## src/rtl/stretch_clkgen_pkg.sv

```systemverilog
package stretch_clkgen_pkg;
  typedef enum logic {
    LVL_LOW  = 1'b0,
    LVL_HIGH = 1'b1
  } clk_level_e;

  function automatic int half_of(input int ratio);
    return ratio / 2;
  endfunction
endpackage

```

## src/rtl/ph2_free_div.sv

```systemverilog
module ph2_free_div #(
  parameter int RATIO = 2
) (
  input  logic clk,
  input  logic rst,
  output logic tmr_clk,
  output logic fr_rise_nxt,
  output logic fr_fall_nxt
);
  import stretch_clkgen_pkg::*;
  localparam int HALF = half_of(RATIO);
  localparam int FCW  = (RATIO > 2) ? $clog2(RATIO) : 1;
  localparam logic [FCW-1:0] LAST_SLOT = FCW'(RATIO - 1);
  localparam logic [FCW-1:0] FALL_SLOT = FCW'(HALF - 1);
  localparam logic [FCW-1:0] HALF_W    = FCW'(HALF);

  logic [FCW-1:0] slot;
  logic [FCW-1:0] slot_nxt;

  always_comb begin
    slot_nxt    = (slot == LAST_SLOT) ? '0 : slot + 1'b1;
    fr_rise_nxt = (slot == LAST_SLOT);
    fr_fall_nxt = (slot == FALL_SLOT);
  end

  always_ff @(posedge clk) begin
    if (rst) begin
      slot    <= LAST_SLOT;
      tmr_clk <= LVL_LOW;
    end else begin
      slot    <= slot_nxt;
      tmr_clk <= (slot_nxt < HALF_W);
    end
  end

  // Checker: spacing of timer-clock rising edges
  localparam int GW = FCW + 2;
  logic [GW-1:0] gap;
  logic          tmr_d;
  always_ff @(posedge clk) begin
    if (rst) begin
      gap   <= GW'(RATIO - 1);
      tmr_d <= 1'b0;
    end else begin
      tmr_d <= tmr_clk;
      if (tmr_clk && !tmr_d) gap <= GW'(1);
      else if (gap != '1)    gap <= gap + 1'b1;
    end
  end

  assert_free_period_R2: assert property (@(posedge clk) disable iff (rst)
    (tmr_clk && !tmr_d) |-> (gap == GW'(RATIO)));
endmodule

```

## src/rtl/ph2_sys_stretch.sv

```systemverilog
module ph2_sys_stretch #(
  parameter int RATIO = 2
) (
  input  logic clk,
  input  logic rst,
  input  logic dram_wait,
  input  logic tmr_sel,
  input  logic fr_fall_nxt,
  output logic sys_clk,
  output logic rise_nxt,
  output logic first_cyc
);
  import stretch_clkgen_pkg::*;
  localparam int HALF = half_of(RATIO);
  localparam int SCW  = (HALF > 2) ? $clog2(HALF) : 1;
  localparam logic [SCW-1:0] LAST = SCW'(HALF - 1);

  clk_level_e     lvl;
  logic [SCW-1:0] slot;
  logic           at_end;
  logic           extend;

  assign sys_clk = (lvl == LVL_HIGH);

  always_comb begin
    at_end   = (slot == LAST);
    rise_nxt = (lvl == LVL_LOW) && at_end;
    extend   = (lvl == LVL_HIGH) && at_end && !first_cyc &&
               (dram_wait || (tmr_sel && !fr_fall_nxt));
  end

  always_ff @(posedge clk) begin
    if (rst) begin
      lvl       <= LVL_LOW;
      slot      <= LAST;
      first_cyc <= 1'b1;
    end else if (lvl == LVL_LOW) begin
      if (at_end) begin
        lvl  <= LVL_HIGH;
        slot <= '0;
      end else begin
        slot <= slot + 1'b1;
      end
    end else if (!at_end) begin
      slot <= slot + 1'b1;
    end else if (!extend) begin
      lvl       <= LVL_LOW;
      slot      <= '0;
      first_cyc <= 1'b0;
    end
  end

  // Checker: phase lengths measured independently of slot
  logic [7:0] hi_seen;
  logic [7:0] lo_seen;
  always_ff @(posedge clk) begin
    if (rst) begin
      hi_seen <= '0;
      lo_seen <= 8'(HALF - 1);
    end else if (sys_clk) begin
      hi_seen <= (hi_seen == 8'hFF) ? hi_seen : hi_seen + 1'b1;
      lo_seen <= '0;
    end else begin
      lo_seen <= (lo_seen == 8'hFF) ? lo_seen : lo_seen + 1'b1;
      hi_seen <= '0;
    end
  end

  assert_low_len_R6: assert property (@(posedge clk) disable iff (rst)
    $rose(sys_clk) |-> (lo_seen == 8'(HALF)));
  assert_high_min_R3: assert property (@(posedge clk) disable iff (rst)
    $fell(sys_clk) |-> (hi_seen >= 8'(HALF)));
  assert_wait_honored_R4: assert property (@(posedge clk) disable iff (rst)
    $fell(sys_clk) && $past(dram_wait) |-> $past(first_cyc));
  assert_first_short_R8: assert property (@(posedge clk) disable iff (rst)
    $fell(sys_clk) && $past(first_cyc) |-> (hi_seen == 8'(HALF)));
endmodule

```

## src/rtl/ph2_step_flag.sv

```systemverilog
module ph2_step_flag (
  input  logic clk,
  input  logic rst,
  input  logic sys_rise_nxt,
  input  logic fr_rise_nxt,
  output logic in_step
);
  always_ff @(posedge clk) begin
    if (rst)               in_step <= 1'b1;
    else if (sys_rise_nxt) in_step <= fr_rise_nxt;
  end
endmodule

```

## src/rtl/stretch_clkgen.sv

```systemverilog
module stretch_clkgen #(
  parameter int RATIO = 2
) (
  input  logic clk,
  input  logic rst,
  input  logic dram_wait,
  input  logic tmr_sel,
  output logic tmr_clk,
  output logic sys_clk,
  output logic in_step
);
  logic fr_rise_nxt;
  logic fr_fall_nxt;
  logic sys_rise_nxt;
  logic first_cyc;

  ph2_free_div #(.RATIO(RATIO)) u_free (
    .clk        (clk),
    .rst        (rst),
    .tmr_clk    (tmr_clk),
    .fr_rise_nxt(fr_rise_nxt),
    .fr_fall_nxt(fr_fall_nxt)
  );

  ph2_sys_stretch #(.RATIO(RATIO)) u_sys (
    .clk        (clk),
    .rst        (rst),
    .dram_wait  (dram_wait),
    .tmr_sel    (tmr_sel),
    .fr_fall_nxt(fr_fall_nxt),
    .sys_clk    (sys_clk),
    .rise_nxt   (sys_rise_nxt),
    .first_cyc  (first_cyc)
  );

  ph2_step_flag u_step (
    .clk         (clk),
    .rst         (rst),
    .sys_rise_nxt(sys_rise_nxt),
    .fr_rise_nxt (fr_rise_nxt),
    .in_step     (in_step)
  );

  assert_reset_state_R1: assert property (@(posedge clk) disable iff (rst)
    $past(rst) |-> (!sys_clk && !tmr_clk && in_step));
  assert_sel_aligns_R5: assert property (@(posedge clk) disable iff (rst)
    $fell(sys_clk) && $past(tmr_sel) |-> $fell(tmr_clk));
  assert_step_flag_R7: assert property (@(posedge clk) disable iff (rst)
    $rose(sys_clk) |-> (in_step == $rose(tmr_clk)));
endmodule

```

## config.mk

```make
export PLATFORM = sky130hd
export DESIGN_NAME = stretch_clkgen
export DESIGN_NICKNAME = d
export VERILOG_FILES = /design/src/rtl/stretch_clkgen_pkg.sv /design/src/rtl/ph2_free_div.sv /design/src/rtl/ph2_sys_stretch.sv /design/src/rtl/ph2_step_flag.sv /design/src/rtl/stretch_clkgen.sv
export SDC_FILE = /design/constraint.sdc
export NUM_CORES = 1
export LEC_CHECK = 0
export BUFFER_PORTS_ARGS = -buffer_cell sky130_fd_sc_hd__buf_2
export CORE_AREA = 4 4 41 43
export CTS_BUF_LIST = sky130_fd_sc_hd__clkbuf_8
export DETAILED_ROUTE_END_ITERATION = 7
export DIE_AREA = 0 0 45 47
export PLACE_DENSITY_LB_ADDON = 0.05
export SETUP_SLACK_MARGIN = 0.05
export SLEW_MARGIN = 20
export SYNTH_ARGS = -nofsm -noshare
export SYNTH_HDL_FRONTEND = slang
export SYNTH_SLANG_ARGS = --single-unit
```

## constraint.sdc

```tcl
create_clock -name clk -period 1.35 [get_ports clk]
set_clock_uncertainty 0.1 [all_clocks]
set_input_delay 0.27 -clock clk [delete_from_list [all_inputs] [get_ports clk]]
set_output_delay 0.27 -clock clk [all_outputs]
set_load 0.05 [all_outputs]
```

==> results of run 1 <==
cell type report:
cell class                 count  share of cell area
inverter                       2             0.02575
clock buffer                   3              0.1416
timing repair buffer           6              0.1030
multi-input combinational     11              0.2489
tap                           15             0.06438
sequential                     6              0.4163
cells by family (layout without fill, tap and decap cells):
group / count (synthesis) / in the layout / share of synthesized area
DFF: 6 / 6 / 0.6000
buffers and inverters: 2 / 11 / 0.03751
AOI/OAI and AO/OA: 4 / 4 / 0.1625
other: 1 / 1 / 0.01873
and+or+nand+nor: 6 / 6 / 0.1813
per-stage QoR:
stage	setup WS (ns)	cells	hold WS (ns)	instance area [um^2]	util
final	0.1522	43	0.1346	291.5	0.2240
after global routing	0.1121	43	0.1428	291.5	0.2240
after CTS	0.1379	43	0.1325	291.5	0.2240
after detailed placement	0.3084	40	0.2888	250.2	0.1923
after global placement	0.3180	40	0.2871	250.2	0.1923
after floorplan	0.1962	19	0.2367	201.4	-
synth_stat cells:
| library cell | n | area (um^2) |
|---|---|---|
| nor2b_1 | 1 | 6.260 |
| o311ai_0 | 1 | 8.760 |
| and3b_1 | 1 | 8.760 |
| inv_1 | 2 | 7.510 |
| o21ai_0 | 1 | 5.000 |
| o311a_1 | 1 | 10.01 |
| dfxtp_1 | 6 | 120.1 |
| conb_1 | 1 | 3.750 |
| nor2_1 | 1 | 3.750 |
| nand2_1 | 1 | 3.750 |
| or2b_1 | 1 | 7.510 |
| nand2b_1 | 1 | 6.260 |
| a21o_2 | 1 | 8.760 |
flip-flops by register name, summed over array words and instances, names as in the netlist:
| register | cells |
|---|---|
| u_free.fr_rise_nxt | 1 |
| u_free.tmr_clk | 1 |
| u_step.in_step | 1 |
| u_sys.first_cyc | 1 |
| u_sys.slot | 1 |
| u_sys.sys_clk | 1 |
worst max-delay path by stage:
stage                              from       endpoint  slack (ns)  cells past startpoint
after global placement       u_sys.slot  u_sys.sys_clk        0.32                      2
after global routing      u_sys.sys_clk        sys_clk        0.11                      1
final                     u_sys.sys_clk        sys_clk        0.15                      1
after detailed placement     u_sys.slot  u_sys.sys_clk        0.31                      2
after CTS                 u_sys.sys_clk        sys_clk        0.14                      1
after floorplan           u_sys.sys_clk  u_sys.sys_clk        0.20                      2
metal layers:
layer  share of wire  GRT usage  vias to the layer above
met1            0.41    0.04110                       66
met4               0    0.03509                        0
met3            0.12    0.07280                        0
met5               0          0                        -
li1                -          -                       80
met2            0.47    0.05085                        6
power by group:
| part | switching, uW | leakage [uW] | total (uW) | internal, uW |
|---|---|---|---|---|
| combinational | 36.3 | 0.0000692 | 53.6 | 17.4 |
| clock | 76.5 | 0.0000216 | 268 | 191 |
| sequential | 7.42 | 0.0000504 | 199 | 192 |
==> reports/results.ini, run 1 <==
[cts]
cts_buffers = 3
cts_tree = done
cts-resized-gates = 0
cts_setup_buffers = 0
hold_buffers = 0
htree_num_levels = 1
clock_path_buffers = 2
worstSkewPairLatency_ns = 0.22
clkTransAtPathRegs_ns = 0.04
clock-root-buffer = clkbuf_8
cts_num_sinks = 6

[grt]
grt_pass1_vias = 145
grt_overflow = 0
antenna_found_initial = 0
grt_usage = 0.04826
grt_pass1_wl_um = 586
grt_max_degree = 6

[drt]
vias = 152
first_pass_iters = 3
first_iter_violations = 1
drt-total-wl_um = 404
drc = 0
routed_via_density = 3.535
drtAntennaViolNets = 0
avgRoutedWirePerCell_um = 9.395

[die]
die_w_um = 45
io_pins = 7
core-area_mm2 = 0.001301
rows = 13
start_util = 0.1538
die_h_um = 47
die-area_mm2 = 0.002115

[setup_path]
reg2reg_depth = 2
cp_data_required_time_ns = 0.98
slowest_delay_ns = 0.34
cp_max_fo = 5
worstReg2RegEnd = u_sys.sys_clk
cp_num_buf_inv = 1
r2r-start = u_sys.slot
path_cells = buf_2
crit_type = flop to output pin
crit_family = flip-flops
cp_data_arrival_time_ns = 0.83
r2r_setup_slack_ns = 0.32
end_kind = output pin
worstSetupStartpointType = flop
cp_slowest_cell = dfxtp_2

[pwr]
peakVddDrop_v = 0.0006681
finalPower_uw = 521.0
power_density_mw_per_mm2 = 1787
p_leak_uw = 0.0001412

[sta]
fin_crit_sh = 0.8872
hold_viol_final = 0
rsz0062_at_grt = false
setup_viol = 0
period_needed_ns = 1.198
tns_ns = 0
slew_violations = 0
max_freq_ghz = 0.8349

[yosys]
synth_seq_cells = 6
ys_seq_area_frac = 0.6000
avgSynthCellArea_um2 = 10.54
syn_inst = 19
synth_nets = 23
ys_types = 13
yosysWarnings = 0
synth_area_um2 = 200.2

[layout]
antenna_cells = 0
fin_nets = 34
final_common_cell = buf_2
seq_area_um2 = 121.4
fillCellCount = 153
layout_common_cells = buf_2 (6), dfxtp_1 (5), clkbuf_8 (3)
drive_gt1_frac = 0.3929
multiInputGateArea_um2 = 72.57
areaGrowthSynthToFinish_pct = 45.63

[worst_hold_path]
min_path_cells = 2
hold_path_class = input port to flop
hold_end = u_free.tmr_clk
worstHoldStart = rst

[place]
portBuffers = 6
dp_hpwl_um = 308.5
place.gp.congestion = 0.6074

[flow_run]
maxCapViolCount = 0

[outcome]
status = finished clean

(Power assumes the default switching activity.)
==> inputs of run 2 (changes only) <==
--- a/config.mk
+++ b/config.mk
@@ -6,10 +6,10 @@
 export NUM_CORES = 1
 export LEC_CHECK = 0
 export BUFFER_PORTS_ARGS = -buffer_cell sky130_fd_sc_hd__buf_2
-export CORE_AREA = 4 4 41 43
+export CORE_AREA = 2 2 39 41
 export CTS_BUF_LIST = sky130_fd_sc_hd__clkbuf_8
 export DETAILED_ROUTE_END_ITERATION = 7
-export DIE_AREA = 0 0 45 47
+export DIE_AREA = 0 0 41 43
 export PLACE_DENSITY_LB_ADDON = 0.05
 export SETUP_SLACK_MARGIN = 0.05
 export SLEW_MARGIN = 20
==> run 2 against run 1 <==
Effect of this change: register-to-register slack about the same; final cell count rose by 2.3%; critical endpoint unchanged; sequential power is essentially flat; hold slack improved by 0.0015 ns; maximum frequency about the same; global-route usage up 1.4 points; critical path depth did not move; wire length is 5.0% lower; utilization fell by 1.2 points; worst setup slack improved by 0.0012 ns; total power is 0.14% lower; sequential share of layout area down 0.18 points.
==> reports/results.ini, run 2 (synthesized netlist as in run 1, its figures left out) <==
[outcome]
status = finished clean

[setup_path]
r2r-start = u_sys.slot
worstSetupStartpointType = flop
r2r_setup_slack_ns = 0.32  ; about the same
path_depth = 1  ; unchanged
cp_slowest_cell = dfxtp_2
crit_family = flip-flops
worstReg2RegEnd = u_sys.sys_clk
cp_data_arrival_time_ns = 0.83  ; about the same
crit_path_start = u_sys.sys_clk
cp_max_fo = 5  ; unchanged
cp_num_buf_inv = 1  ; unchanged
reg2reg_depth = 2  ; unchanged
path_cells = buf_2
slowest_delay_ns = 0.34  ; about the same
cp_data_required_time_ns = 0.98  ; about the same
crit_type = flop to output pin
end_kind = output pin

[die]
start_util = 0.1447  ; -0.009181
die_h_um = 43  ; -8.5%
core-area_mm2 = 0.001384  ; +6.3%
die_w_um = 41  ; -8.9%
die-area_mm2 = 0.001763  ; -17%
rows = 14  ; +1
io_pins = 7  ; unchanged

[drt]
first_iter_violations = 1  ; unchanged
drt-total-wl_um = 384  ; -5.0%
drc = 0  ; unchanged
vias = 150  ; -1.3%
drtAntennaViolNets = 0  ; unchanged
first_pass_iters = 2  ; -1
routed_via_density = 3.409  ; -3.6%
avgRoutedWirePerCell_um = 8.727  ; -7.1%

[layout]
layout_common_cells = buf_2 (6), dfxtp_1 (5), clkbuf_8 (3)
antenna_cells = 0  ; unchanged
postLayoutCellArea_um2 = 292.8  ; +0.43%
fin_nets = 34  ; unchanged
drive_gt1_frac = 0.3929  ; unchanged
areaGrowthSynthToFinish_pct = 46.25
final_common_cell = buf_2
final_cells = 44  ; +2.3%

[cts]
cts_num_sinks = 6  ; unchanged
clock_path_buffers = 2  ; unchanged
clkTransAtPathRegs_ns = 0.04  ; about the same
clock-root-buffer = clkbuf_8
cts-resized-gates = 0  ; unchanged
worstSkewPairLatency_ns = 0.22  ; about the same
hold_buffers = 0  ; unchanged
cts_tree = done
cts_setup_buffers = 0  ; unchanged
htree_num_levels = 1  ; unchanged
cts_buffers = 3  ; unchanged

[grt]
grt_overflow = 0  ; unchanged
antenna_found_initial = 0  ; unchanged
grt_pass1_vias = 154  ; +6.2%
grt_max_degree = 6  ; unchanged
grt_usage = 0.06225  ; +0.01399
grt_pass1_wl_um = 607  ; +3.6%

[pwr]
finalPower_uw = 520.2  ; -0.14%
power_density_mw_per_mm2 = 1777  ; -0.57%
p_leak_uw = 0.0001412  ; unchanged
peakVddDrop_v = 0.0007723  ; +16%

[flow_run]
maxCapViolCount = 0  ; unchanged

[sta]
tns_ns = 0  ; unchanged
fin_crit_sh = 0.8864  ; about the same
max_freq_ghz = 0.8357  ; about the same
period_needed_ns = 1.197  ; -0.001163 ns
hold_viol_final = 0  ; unchanged
rsz0062_at_grt = false
slew_violations = 0  ; unchanged
setup_viol = 0  ; unchanged

[worst_hold_path]
min_path_cells = 2  ; unchanged
worstHoldStart = rst
hold_path_class = input port to flop
hold_end = u_free.tmr_clk

[place]
dpl_cell_area_um2 = 251.5  ; +0.50%
place.gp.congestion = 0.6172  ; +1.6%
placed_cells = 41  ; +2.5%
portBuffers = 6  ; unchanged

[run 2: cell counts in the layout (fill, tap and decap cells not counted)]
No cell type changed its count.
[run 2: area by class of cell]
cell class	instances	area, um^2
clock buffers	3	41.29
fillers	152	1091
well taps	16	20.02
inverters	2	7.507
flip-flops and latches	6	121.4
multi-input cells	11	72.57
repair buffers	6	30.03
[run 2: worst max-delay path by stage]
| stage | to | slack (ns) |
|---|---|---|
| after floorplan | u_sys.sys_clk | 0.20 |
| after global placement | u_sys.sys_clk | 0.31 |
| after detailed placement | u_sys.sys_clk | 0.32 |
| after CTS | sys_clk | 0.14 |
| after global routing | sys_clk | 0.12 |
| final | sys_clk | 0.15 |
[run 2: per-stage QoR]
stage | setup WS, ns | util | hold WS [ns]
after global routing | 0.1247 | 0.2116 | 0.1429
after detailed placement | 0.3242 | 0.1817 | 0.2893
after floorplan | 0.1962 | - | 0.2367
after CTS | 0.1447 | 0.2116 | 0.1349
final | 0.1534 | 0.2116 | 0.1360
after global placement | 0.3085 | 0.1817 | 0.2907
[run 2: power by group]
group          internal (uW)  switching (uW)  leakage (uW)
Sequential               192            7.41     0.0000504
Clock                    191            75.7     0.0000216
Combinational           17.4            36.3     0.0000692
Total                    401             119      0.000141
[run 2: metal layers]
| metal | share of wire | vias up | global-route usage |
|---|---|---|---|
| li1 | - | 80 | - |
| met1 | 0.39 | 62 | 0.04180 |
| met2 | 0.42 | 8 | 0.07188 |
| met3 | 0.18 | 0 | 0.1047 |
| met4 | 0 | 0 | 0.04000 |
| met5 | 0 | - | 0 |
